`src/rtl/dbg_trap_pkg.sv`:
```
package dbg_trap_pkg;

    localparam int LVL_W      = 2;
    localparam int OUTC_N     = 6;
    localparam int CLASS_W    = 6;
    localparam logic [CLASS_W-1:0] TRAP_CLASS = 6'h05;

    // outcome bit positions
    localparam int OC_DONE  = 0;
    localparam int OC_UNDEF = 1;
    localparam int OC_HYPW  = 2;
    localparam int OC_HYPN  = 3;
    localparam int OC_MON   = 4;
    localparam int OC_HALT  = 5;

    typedef logic [OUTC_N-1:0] outcome_t;

    typedef enum logic [LVL_W-1:0] {
        LVL_USER   = 2'd0,
        LVL_KERNEL = 2'd1,
        LVL_HYPER  = 2'd2,
        LVL_MONTR  = 2'd3
    } priv_lvl_e;

    typedef struct packed {
        logic hyp_wide;
        logic hyp_narrow;
        logic mon;
        logic halt;
    } trap_hits_t;

    function automatic outcome_t one_bit(input int pos);
        outcome_t v;
        v = '0;
        v[pos] = 1'b1;
        return v;
    endfunction

    // priority walk for one privilege level
    function automatic outcome_t resolve(input priv_lvl_e lvl, input trap_hits_t h);
        outcome_t r;
        unique case (lvl)
            LVL_USER:   r = one_bit(OC_UNDEF);
            LVL_KERNEL: begin
                if      (h.hyp_wide)   r = one_bit(OC_HYPW);
                else if (h.hyp_narrow) r = one_bit(OC_HYPN);
                else if (h.mon)        r = one_bit(OC_MON);
                else if (h.halt)       r = one_bit(OC_HALT);
                else                   r = one_bit(OC_DONE);
            end
            LVL_HYPER: begin
                if      (h.mon)        r = one_bit(OC_MON);
                else if (h.halt)       r = one_bit(OC_HALT);
                else                   r = one_bit(OC_DONE);
            end
            default: begin
                if (h.halt)            r = one_bit(OC_HALT);
                else                   r = one_bit(OC_DONE);
            end
        endcase
        return r;
    endfunction

    function automatic logic is_trap(input outcome_t o);
        return o[OC_HYPW] | o[OC_HYPN] | o[OC_MON];
    endfunction

endpackage

```
`src/rtl/dbg_trap_checks.sv`:
```
module dbg_trap_checks
    import dbg_trap_pkg::*;
(
    input  logic       hyp_enabled,
    input  logic       hyp_narrow,
    input  logic [1:0] hyp_trap_pair,
    input  logic       mon_present,
    input  logic       mon_narrow,
    input  logic       mon_trap_bit,
    input  logic       k_narrow,
    input  logic       os_lock,
    input  logic       halt_ok,
    input  logic       ext_trap_bit,
    output trap_hits_t hits
);
    logic hyp_armed;

    always_comb begin
        hyp_armed       = hyp_enabled && (hyp_trap_pair != 2'b00);
        hits.hyp_wide   = hyp_armed && !hyp_narrow;
        hits.hyp_narrow = hyp_armed && hyp_narrow;
        hits.mon        = mon_present && !mon_narrow && mon_trap_bit;
        hits.halt       = k_narrow && !os_lock && halt_ok && ext_trap_bit;
    end
endmodule

```
`src/rtl/dbg_trap_select.sv`:
```
module dbg_trap_select
    import dbg_trap_pkg::*;
#(
    parameter int NUM_LVL = 4
) (
    input  logic [LVL_W-1:0]   cur_level,
    input  trap_hits_t         hits,
    output outcome_t           outcome,
    output logic [CLASS_W-1:0] exc_class
);
    outcome_t per_lvl [NUM_LVL];

    for (genvar g = 0; g < NUM_LVL; g++) begin : g_lvl
        always_comb per_lvl[g] = resolve(priv_lvl_e'(g), hits);
    end

    always_comb begin
        outcome   = per_lvl[cur_level];
        exc_class = is_trap(outcome) ? TRAP_CLASS : '0;
    end
endmodule

```
`src/rtl/dbg_access_arbiter.sv`:
```
module dbg_access_arbiter
    import dbg_trap_pkg::*;
#(
    parameter int IDX_W = 4
) (
    input  logic                clk,
    input  logic                rst,
    input  logic                req_valid,
    input  logic                req_write,
    input  logic [IDX_W-1:0]    req_index,
    input  logic [LVL_W-1:0]    cur_level,
    input  logic                hyp_enabled,
    input  logic                hyp_narrow,
    input  logic [1:0]          hyp_trap_pair,
    input  logic                mon_present,
    input  logic                mon_narrow,
    input  logic                mon_trap_bit,
    input  logic                k_narrow,
    input  logic                os_lock,
    input  logic                halt_ok,
    input  logic                ext_trap_bit,
    output logic                resp_valid,
    output logic                resp_write,
    output logic [IDX_W-1:0]    resp_index,
    output logic [OUTC_N-1:0]   resp_outcome,
    output logic [CLASS_W-1:0]  resp_class
);
    trap_hits_t         hits;
    outcome_t           dec_outcome;
    logic [CLASS_W-1:0] dec_class;

    dbg_trap_checks u_checks (
        .hyp_enabled  (hyp_enabled),
        .hyp_narrow   (hyp_narrow),
        .hyp_trap_pair(hyp_trap_pair),
        .mon_present  (mon_present),
        .mon_narrow   (mon_narrow),
        .mon_trap_bit (mon_trap_bit),
        .k_narrow     (k_narrow),
        .os_lock      (os_lock),
        .halt_ok      (halt_ok),
        .ext_trap_bit (ext_trap_bit),
        .hits         (hits)
    );

    dbg_trap_select #(.NUM_LVL(1 << LVL_W)) u_select (
        .cur_level(cur_level),
        .hits     (hits),
        .outcome  (dec_outcome),
        .exc_class(dec_class)
    );

    always_ff @(posedge clk) begin
        if (rst) begin
            resp_valid   <= 1'b0;
            resp_write   <= 1'b0;
            resp_index   <= '0;
            resp_outcome <= '0;
            resp_class   <= '0;
        end else begin
            resp_valid   <= req_valid;
            resp_write   <= req_write;
            resp_index   <= req_index;
            resp_outcome <= req_valid ? dec_outcome : '0;
            resp_class   <= req_valid ? dec_class : '0;
        end
    end

    // exactly one outcome per valid response, none otherwise
    assert_onehot_R11: assert property (@(posedge clk) disable iff (rst)
        resp_valid |-> $countones(resp_outcome) == 1);
    assert_idle_R8: assert property (@(posedge clk) disable iff (rst)
        !resp_valid |-> (resp_outcome == '0 && resp_class == '0));
    assert_latency_R8: assert property (@(posedge clk) disable iff (rst)
        req_valid |=> resp_valid);
    assert_user_undef_R1: assert property (@(posedge clk) disable iff (rst)
        (req_valid && cur_level == 2'd0) |=> resp_outcome[OC_UNDEF]);
    assert_class_R7: assert property (@(posedge clk) disable iff (rst)
        resp_valid |-> ((resp_class == TRAP_CLASS) ==
            (resp_outcome[OC_HYPW] || resp_outcome[OC_HYPN] || resp_outcome[OC_MON])));
    assert_top_no_mon_R4: assert property (@(posedge clk) disable iff (rst)
        (req_valid && cur_level == 2'd3) |=> !resp_outcome[OC_MON]);
    assert_halt_cond_R5: assert property (@(posedge clk) disable iff (rst)
        (req_valid && !(k_narrow && !os_lock && halt_ok && ext_trap_bit))
            |=> !resp_outcome[OC_HALT]);
endmodule

```
`config.mk`:
```
export PLATFORM = sky130hd
export DESIGN_NAME = dbg_access_arbiter
export DESIGN_NICKNAME = d
export VERILOG_FILES = /design/src/rtl/dbg_trap_pkg.sv /design/src/rtl/dbg_trap_checks.sv /design/src/rtl/dbg_trap_select.sv /design/src/rtl/dbg_access_arbiter.sv
export SDC_FILE = /design/constraint.sdc
export NUM_CORES = 1
export LEC_CHECK = 0
export ABC_AREA = 1
export BUFFER_PORTS_ARGS = -buffer_cell sky130_fd_sc_hd__buf_4
export CAP_MARGIN = 10
export CORE_MARGIN = 1.5
export CORE_UTILIZATION = 33
export DETAILED_ROUTE_END_ITERATION = 16
export GPL_ROUTABILITY_DRIVEN = 0
export PLACE_DENSITY = 0.71
export SLEW_MARGIN = 10
export SYNTH_ARGS = -nofsm -noshare
export SYNTH_HDL_FRONTEND = slang
export SYNTH_SLANG_ARGS = --single-unit
```
`constraint.sdc`:
```
create_clock -name clk -period 0.8 [get_ports clk]
set_input_delay 0.16 -clock clk [delete_from_list [all_inputs] [get_ports clk]]
set_output_delay 0.16 -clock clk [all_outputs]
set_load 0.03 [all_outputs]
```
# Yosys cells after proc, flatten, opt, wreduce, memory -nomap -nowiden
# Cells that the tools add are included.
[classes] bitwise_logic=4 order_cmp=1 n_reduce_logical=13 n_mux=8
[op_table] op="$mux W6" n=6
[op_table] op="$bmux W6 S2" n=1
[op_table] op="$logic_and A1 B1 Y1" n=8
[op_table] op="$ge A3 B3 Y1 const B" n=1
[op_table] op="$logic_not A1 Y1" n=3
[op_table] op="$mux W3" n=1
[op_table] op="$not A2 Y3" n=1
[op_table] op="$or A1 B1 Y1" n=2
[op_table] op="$reduce_bool A2 Y1" n=1
[op_table] op="$reduce_or A2 Y1" n=1
[op_table] op="$not A1 Y1" n=1
[word_totals] out_inout_bits=18 input_bits=21 elab_cells=31 regBits=18

# Logic depth before layout (Yosys ltp)
# Gate-level depths: netlist (run 1).
[logic_depth] depth_word=14 depth_mapped=6 mapped_depth_nobuf=6

# Cells and area by module
# A second synthesis (run 1) with hierarchy kept.
[hier_totals] hier_cells=98 hier_area_um2=714.4
[by_module_without_submodules] module="dbg_access_arbiter" seq_area_each_um2=360.3 cells_each=56 area_per_inst_um2=513.0 n_inst=1
[by_module_without_submodules] module="dbg_trap_select" seq_area_each_um2=0.0 cells_each=32 area_per_inst_um2=150.1 n_inst=1
[by_module_without_submodules] module="dbg_trap_checks" seq_area_each_um2=0.0 cells_each=10 area_per_inst_um2=51.3 n_inst=1

# Worst setup path after synthesis (run 1)
# Ideal clock, no wire load.
[synth_path] path_type="register to output" from="register resp_class[0] (netlist name)" to="output resp_class[2]" n_path_buf=1 t_required_ns=0.640 arrival_ns=0.700 slack_ns=-0.060 stages_incl_launch_ff=2 path_cell_list="dfxtp_1 buf_4"
[synth_rtl] item="end: declaration" line_no="dbg_access_arbiter.sv:26" source="output logic [CLASS_W-1:0] resp_class"

# Worst setup path in the final report (run 1)
[layout_path] from="register resp_class[0]" to="output resp_class[0]"
[layout_rtl] item="start signal: assignment" line_no="dbg_access_arbiter.sv:65" source="resp_class <= req_valid ? dec_class : '0;"
# No word-level cell between the ends.

==> results of run 1 <==
## cell families after synthesis
family        count (synthesis)  synth area share [%]
buf+inv                      19                 17.35
flops                        13                 50.12
other cells                   1                0.7222
simple gates                 38                 31.81
## layer usage
metal	vias up	wire, um
li1	271	-
met3	2	112
met2	34	541
met1	214	434
met5	-	0
met4	0	23
## power breakdown
| part | total, uW | internal [uW] | leakage [uW] | switching [uW] |
|---|---|---|---|---|
| sequential | 685 | 674 | 0.000112 | 10.4 |
| combinational | 285 | 135 | 0.000350 | 150 |
| clock | 376 | 193 | 0.0000150 | 183 |
| total | 1350 | 1000 | 0.000477 | 344 |
## sequential cells by signal (all words and copies together) (netlist names)
register,flops
resp_outcome,6
resp_index,4
resp_class,1
resp_write,1
resp_valid,1
## worst paths after layout
kind / start / endpoint / slack, ps / cells past startpoint
max: resp_class[0]$_SDFF_PP0_ / resp_class[0] / -110 / 1
min: hyp_narrow / resp_outcome[2]$_SDFF_PP0_ / 50 / 2
## synthesized netlist by cell type
cell type / count
conb_1: 1
inv_1: 14
nand2_1: 11
buf_4: 5
nor2_1: 18
nand2_2: 1
nor3_1: 1
nand3_1: 4
dfxtp_1: 13
nor2_4: 1
nand3b_1: 1
nand4_1: 1
## repair_timing
action / 4_1_cts / 5_1_grt
endpoints found under the hold margin: 0 / 0
gates cloned: 0 / 0
pin swaps: 0 / 0
gates resized for setup: 26 / 0
setup endpoints to repair: 14 / 14
hold buffers: 0 / 0
## cell type report
cell class / count / share of cell area, %
repair buffers: 35 / 36.21
flip-flops and latches: 13 / 31.75
multi-input cells: 42 / 20.69
inverters: 14 / 6.034
clock buffers: 4 / 3.017
well taps: 16 / 2.299
## stage by stage
step                total power [uW]  cell area, um^2
global route                    1429            870.8
global placement               956.3            777.0
finish                          1346            870.8
floorplan                      839.0            531.8
detailed placement             960.8            777.0
CTS                             1370            870.8
==> flow_metrics.tcl, run 1 <==
set metrics [dict create \
    status "complete, but fails checks" \
    violations "negative setup slack" \
    criticalPathCategory "flip-flop to output pin" \
    synth_area_leaders "dfxtp_1 50%, nor2_1 13%, inv_1 10%" \
    cts_setup_buffers 0 \
    timing.final.ws_setup_ps -108.5 \
    drt_iter0_markers 7 \
    synth_top_area_share_pct 50.12 \
    grt_pass1_vias 487 \
    synth_largest_area_cell "dfxtp_1" \
    fmax_mhz 1101 \
    preCtsSetupSlack_ps -68.10 \
    post-route-drc-count 0 \
    clkTransAtPathRegs_ps 70 \
    post-place-cells 120 \
    critical_path_required_ps 640 \
    clock_sinks 13 \
    core_um2 1489 \
    cts_buffers 3 \
    crit_path_end_kind "output pin" \
    tritoncts "built" \
    drv_slew 0 \
    ir_worst_vdd_mv 0.5072 \
    hpwl_um 893.3 \
    area_delta_synth_final_pct 67.71 \
    fin_nets 130 \
    postRouteWirelength_um 1112 \
    first_pass_iters 4 \
    syn_inst 71 \
    fin_crit_sh_pct 113.6 \
    diodes 0 \
    ys_ff_latch 13 \
    rsz0062_at_grt "true" \
    busiest_layer "met2" \
    cap_violations 0 \
    start_util_pct 34.87 \
    power.density_nw_per_um2 1545 \
    routedWlPerCell_um 8.968 \
    startpoint_type "flip-flop" \
    syn_area_um2 519.2 \
    max_stage_delay_ps 350 \
    rows 14 \
    grt_pass1_wl_um 1842 \
    final_antenna_net_count 0 \
    period_needed_ps 908.5 \
    critPathArrivalTime_ps 750 \
    avgSynthCellArea_um2 7.313 \
    crit_buf_inv 1 \
    die_y_um 42.67 \
    setup_viol 14 \
    multi_input_area_um2 180.2 \
    die_width_um 42.67 \
    grt_overflow 0 \
    final_core_util_pct 58.49 \
    layoutNonFillerInstCount 124 \
    use_met2_pct 24.24 \
    gr-usage-met3_pct 3.404 \
    fill_cells 145 \
    grt_usage_pct 13.77 \
    path_cells "buf_6" \
    cp_slowest_cell "dfxtp_2" \
    leakage_uw 0.0004768 \
    pin_count 39 \
    dieArea_um2 1820 \
    vias 521 \
    grt_max_degree 8 \
    ys_types 12 \
    port_buffers 34 \
    clockBufferDepth 2 \
    h-tree-depth 1 \
    timing.hold.ws_ps 46.98 \
    hold_path.class "input pin to flip-flop" \
    antenna_found_initial 0 \
    synth_warnings 0 \
    finalSetupTns_ps -1067 \
    layout.area.seq_um2 276.5 \
    layout_common_cells "21 x buf_4, 18 x nor2_1, 14 x inv_1, 14 x buf_6, 13 x dfxtp_2" \
    viasPerCell 4.202 \
    layout_commonest_cell "buf_4" \
    cp_max_fo 2 \
    hold_viol 0 \
    crit_family "flip-flops" \
    drive_gt1_share_pct 49.07 \
    cts-root-buf "clkbuf_4" \
    grtUsageMet1_pct 14.02 \
    synth-seq-area-share_pct 50.12 \
]
Power figures use the tool's default switching activity.
==> run 2, diff against run 1 <==
--- a/config.mk
+++ b/config.mk
@@ -8,11 +8,11 @@
 export ABC_AREA = 1
 export BUFFER_PORTS_ARGS = -buffer_cell sky130_fd_sc_hd__buf_4
 export CAP_MARGIN = 10
-export CORE_MARGIN = 1.5
-export CORE_UTILIZATION = 33
+export CORE_MARGIN = 5
+export CORE_UTILIZATION = 40
 export DETAILED_ROUTE_END_ITERATION = 16
 export GPL_ROUTABILITY_DRIVEN = 0
-export PLACE_DENSITY = 0.71
+export PLACE_DENSITY = 0.8
 export SLEW_MARGIN = 10
 export SYNTH_ARGS = -nofsm -noshare
 export SYNTH_HDL_FRONTEND = slang
==> constraint.sdc (replaced) <==
create_clock -name clk -period 1.1 [get_ports clk]
set_input_delay 0.22 -clock clk [delete_from_list [all_inputs] [get_ports clk]]
set_output_delay 0.22 -clock clk [all_outputs]
set_load 0.05 [all_outputs]
==> run 2 against run 1 <==
  * The run now ends clean
  * Critical path depth unchanged
  * Total power fell by 26%
  * Sequential cell count unchanged
  * Clock-buffer cell count is the same
  * Final area decreased by 8.8%
  * Combinational power decreased by 19%
  * Global-route usage fell by 2.7 points
  * Setup slack better by 200 ps
  * Clock power down 27%
  * Utilization rose by 4.1 points
  * Sequential power decreased by 28%
  * Largest cell class is now flip-flops and latches
  * Highest routed layer unchanged
==> flow_metrics.tcl, run 2 (synthesis gave the netlist of run 1 again) <==
set metrics [dict create \
    routedWlPerCell_um 9.721 \
    core_um2 1269 \
    hold_viol 0 \
    fin_crit_sh_pct 91.48 \
    clkTransAtPathRegs_ps 70 \
    grt_pass1_vias 422 \
    pin_count 39 \
    diodes 0 \
    crit_family "flip-flops" \
    grt_pass1_wl_um 1621 \
    post-route-drc-count 0 \
    hold_path.class "input pin to flip-flop" \
    area_delta_synth_final_pct 53.01 \
    crit_buf_inv 1 \
    cts-root-buf "clkbuf_4" \
    cts_buffers 3 \
    max_stage_delay_ps 330 \
    hold_buffers 0 \
    cts_resized 0 \
    clockBufferDepth 2 \
    timing.final.ws_setup_ps 93.75 \
    period_needed_ps 1006 \
    hpwl_um 1047 \
    largest_reg_flops 6 \
    critical_path_required_ps 880 \
    power.density_nw_per_um2 1258 \
    antenna_found_initial 0 \
    path_cells "buf_4" \
    clock_sinks 13 \
    holdPathEnd "resp_outcome[2]$_SDFF_PP0_" \
    regMostFlops "resp_outcome" \
    setup_viol 0 \
    port_buffers 34 \
    critPathArrivalTime_ps 790 \
    grt_overflow 0 \
    cp_max_fo 1 \
    startpoint_type "flip-flop" \
    grt_usage_pct 11.04 \
    reg.largest.list "resp_outcome x6, resp_index x4" \
    cap_violations 0 \
    layout_common_cells "34 x buf_4, 18 x nor2_1, 14 x inv_1" \
    status "finished clean" \
    rows 13 \
    min_from "hyp_narrow" \
    drive_gt1_share_pct 37.38 \
    dieArea_um2 2119 \
    h-tree-depth 1 \
    drv_slew 0 \
    grt_max_degree 8 \
    die_y_um 46.03 \
    tritoncts "built" \
    leakage_uw 0.0004558 \
    viasPerCell 4.172 \
    final_antenna_net_count 0 \
    postRouteWirelength_um 1186 \
    fmax_mhz 993.8 \
    vias 509 \
    start_util_pct 40.93 \
    cts_setup_buffers 0 \
    ir_worst_vdd_mv 0.6393 \
    die_width_um 46.03 \
    cp_slowest_cell "dfxtp_1" \
    crit_path_end_kind "output pin" \
    drt_iter0_markers 2 \
    criticalPathCategory "flip-flop to output pin" \
    finalSetupTns_ps 0 \
    layout_commonest_cell "buf_4" \
    fill_cells 126 \
    preCtsSetupSlack_ps 159.8 \
    hold_depth 2 \
    fin_nets 129 \
    first_pass_iters 4 \
    rsz0062_at_grt "false" \
]
run 2: changes by cell type in the layout (fill, tap and decap cells not counted):
cell     change
dfxtp_1     +12
dfxtp_2     -12
buf_6       -14
buf_4       +13
run 2: power breakdown:
group          total (uW)  internal (uW)  switching [uW]
logic                 232           85.2             147
registers             492            487            4.91
clock network         275            140             135
run 2: area by class of cell:
| type | instances | area [um^2] | area share [%] |
|---|---|---|---|
| Tap cell | 15 | 18.77 | 2.362 |
| Timing Repair Buffer | 34 | 255.2 | 32.13 |
| Inverter | 14 | 52.55 | 6.614 |
| Sequential cell | 13 | 261.5 | 32.91 |
| Clock buffer | 4 | 26.28 | 3.307 |
| Multi-Input combinational cell | 42 | 180.2 | 22.68 |
run 2: how the worst max path moves through the flow:
stage                             start                          to  slack, ps  cells past startpoint
6_report       resp_index[3]$_SDFF_PP0_               resp_index[3]         90                      1
5_1_grt        resp_class[0]$_SDFF_PP0_               resp_class[2]         70                      1
3_3_place_gp               cur_level[1]  resp_outcome[3]$_SDFF_PP0_        250                      6
2_1_floorplan  resp_class[0]$_SDFF_PP0_               resp_class[2]        160                      1
3_5_place_dp               cur_level[1]  resp_outcome[2]$_SDFF_PP0_        160                      6
4_1_cts        resp_index[3]$_SDFF_PP0_               resp_index[3]         70                      1
run 2: metal layers:
metal / GRT usage [%] / part of all wire [%]
met1: 9.242 / 33
met2: 21.43 / 55
met4: 10.23 / 2.1
met5: 0 / 0
met3: 1.186 / 9.5
run 2: per-stage QoR:
| step | total power [uW] | instance area, um^2 | hold WS [ps] | cells | utilization (%) |
|---|---|---|---|---|---|
| 2_1_floorplan | 648.9 | 531.8 | 291.2 | 74 | - |
| 3_3_place_gp | 730.9 | 768.2 | 389.5 | 118 | 60.55 |
| 3_5_place_dp | 736.8 | 768.2 | 392.9 | 118 | 60.55 |
| 4_1_cts | 1012 | 794.5 | 109.2 | 122 | 62.62 |
| 5_1_grt | 1042 | 794.5 | 108.7 | 122 | 62.62 |
| 6_report | 999.4 | 794.5 | 116.0 | 122 | 62.62 |
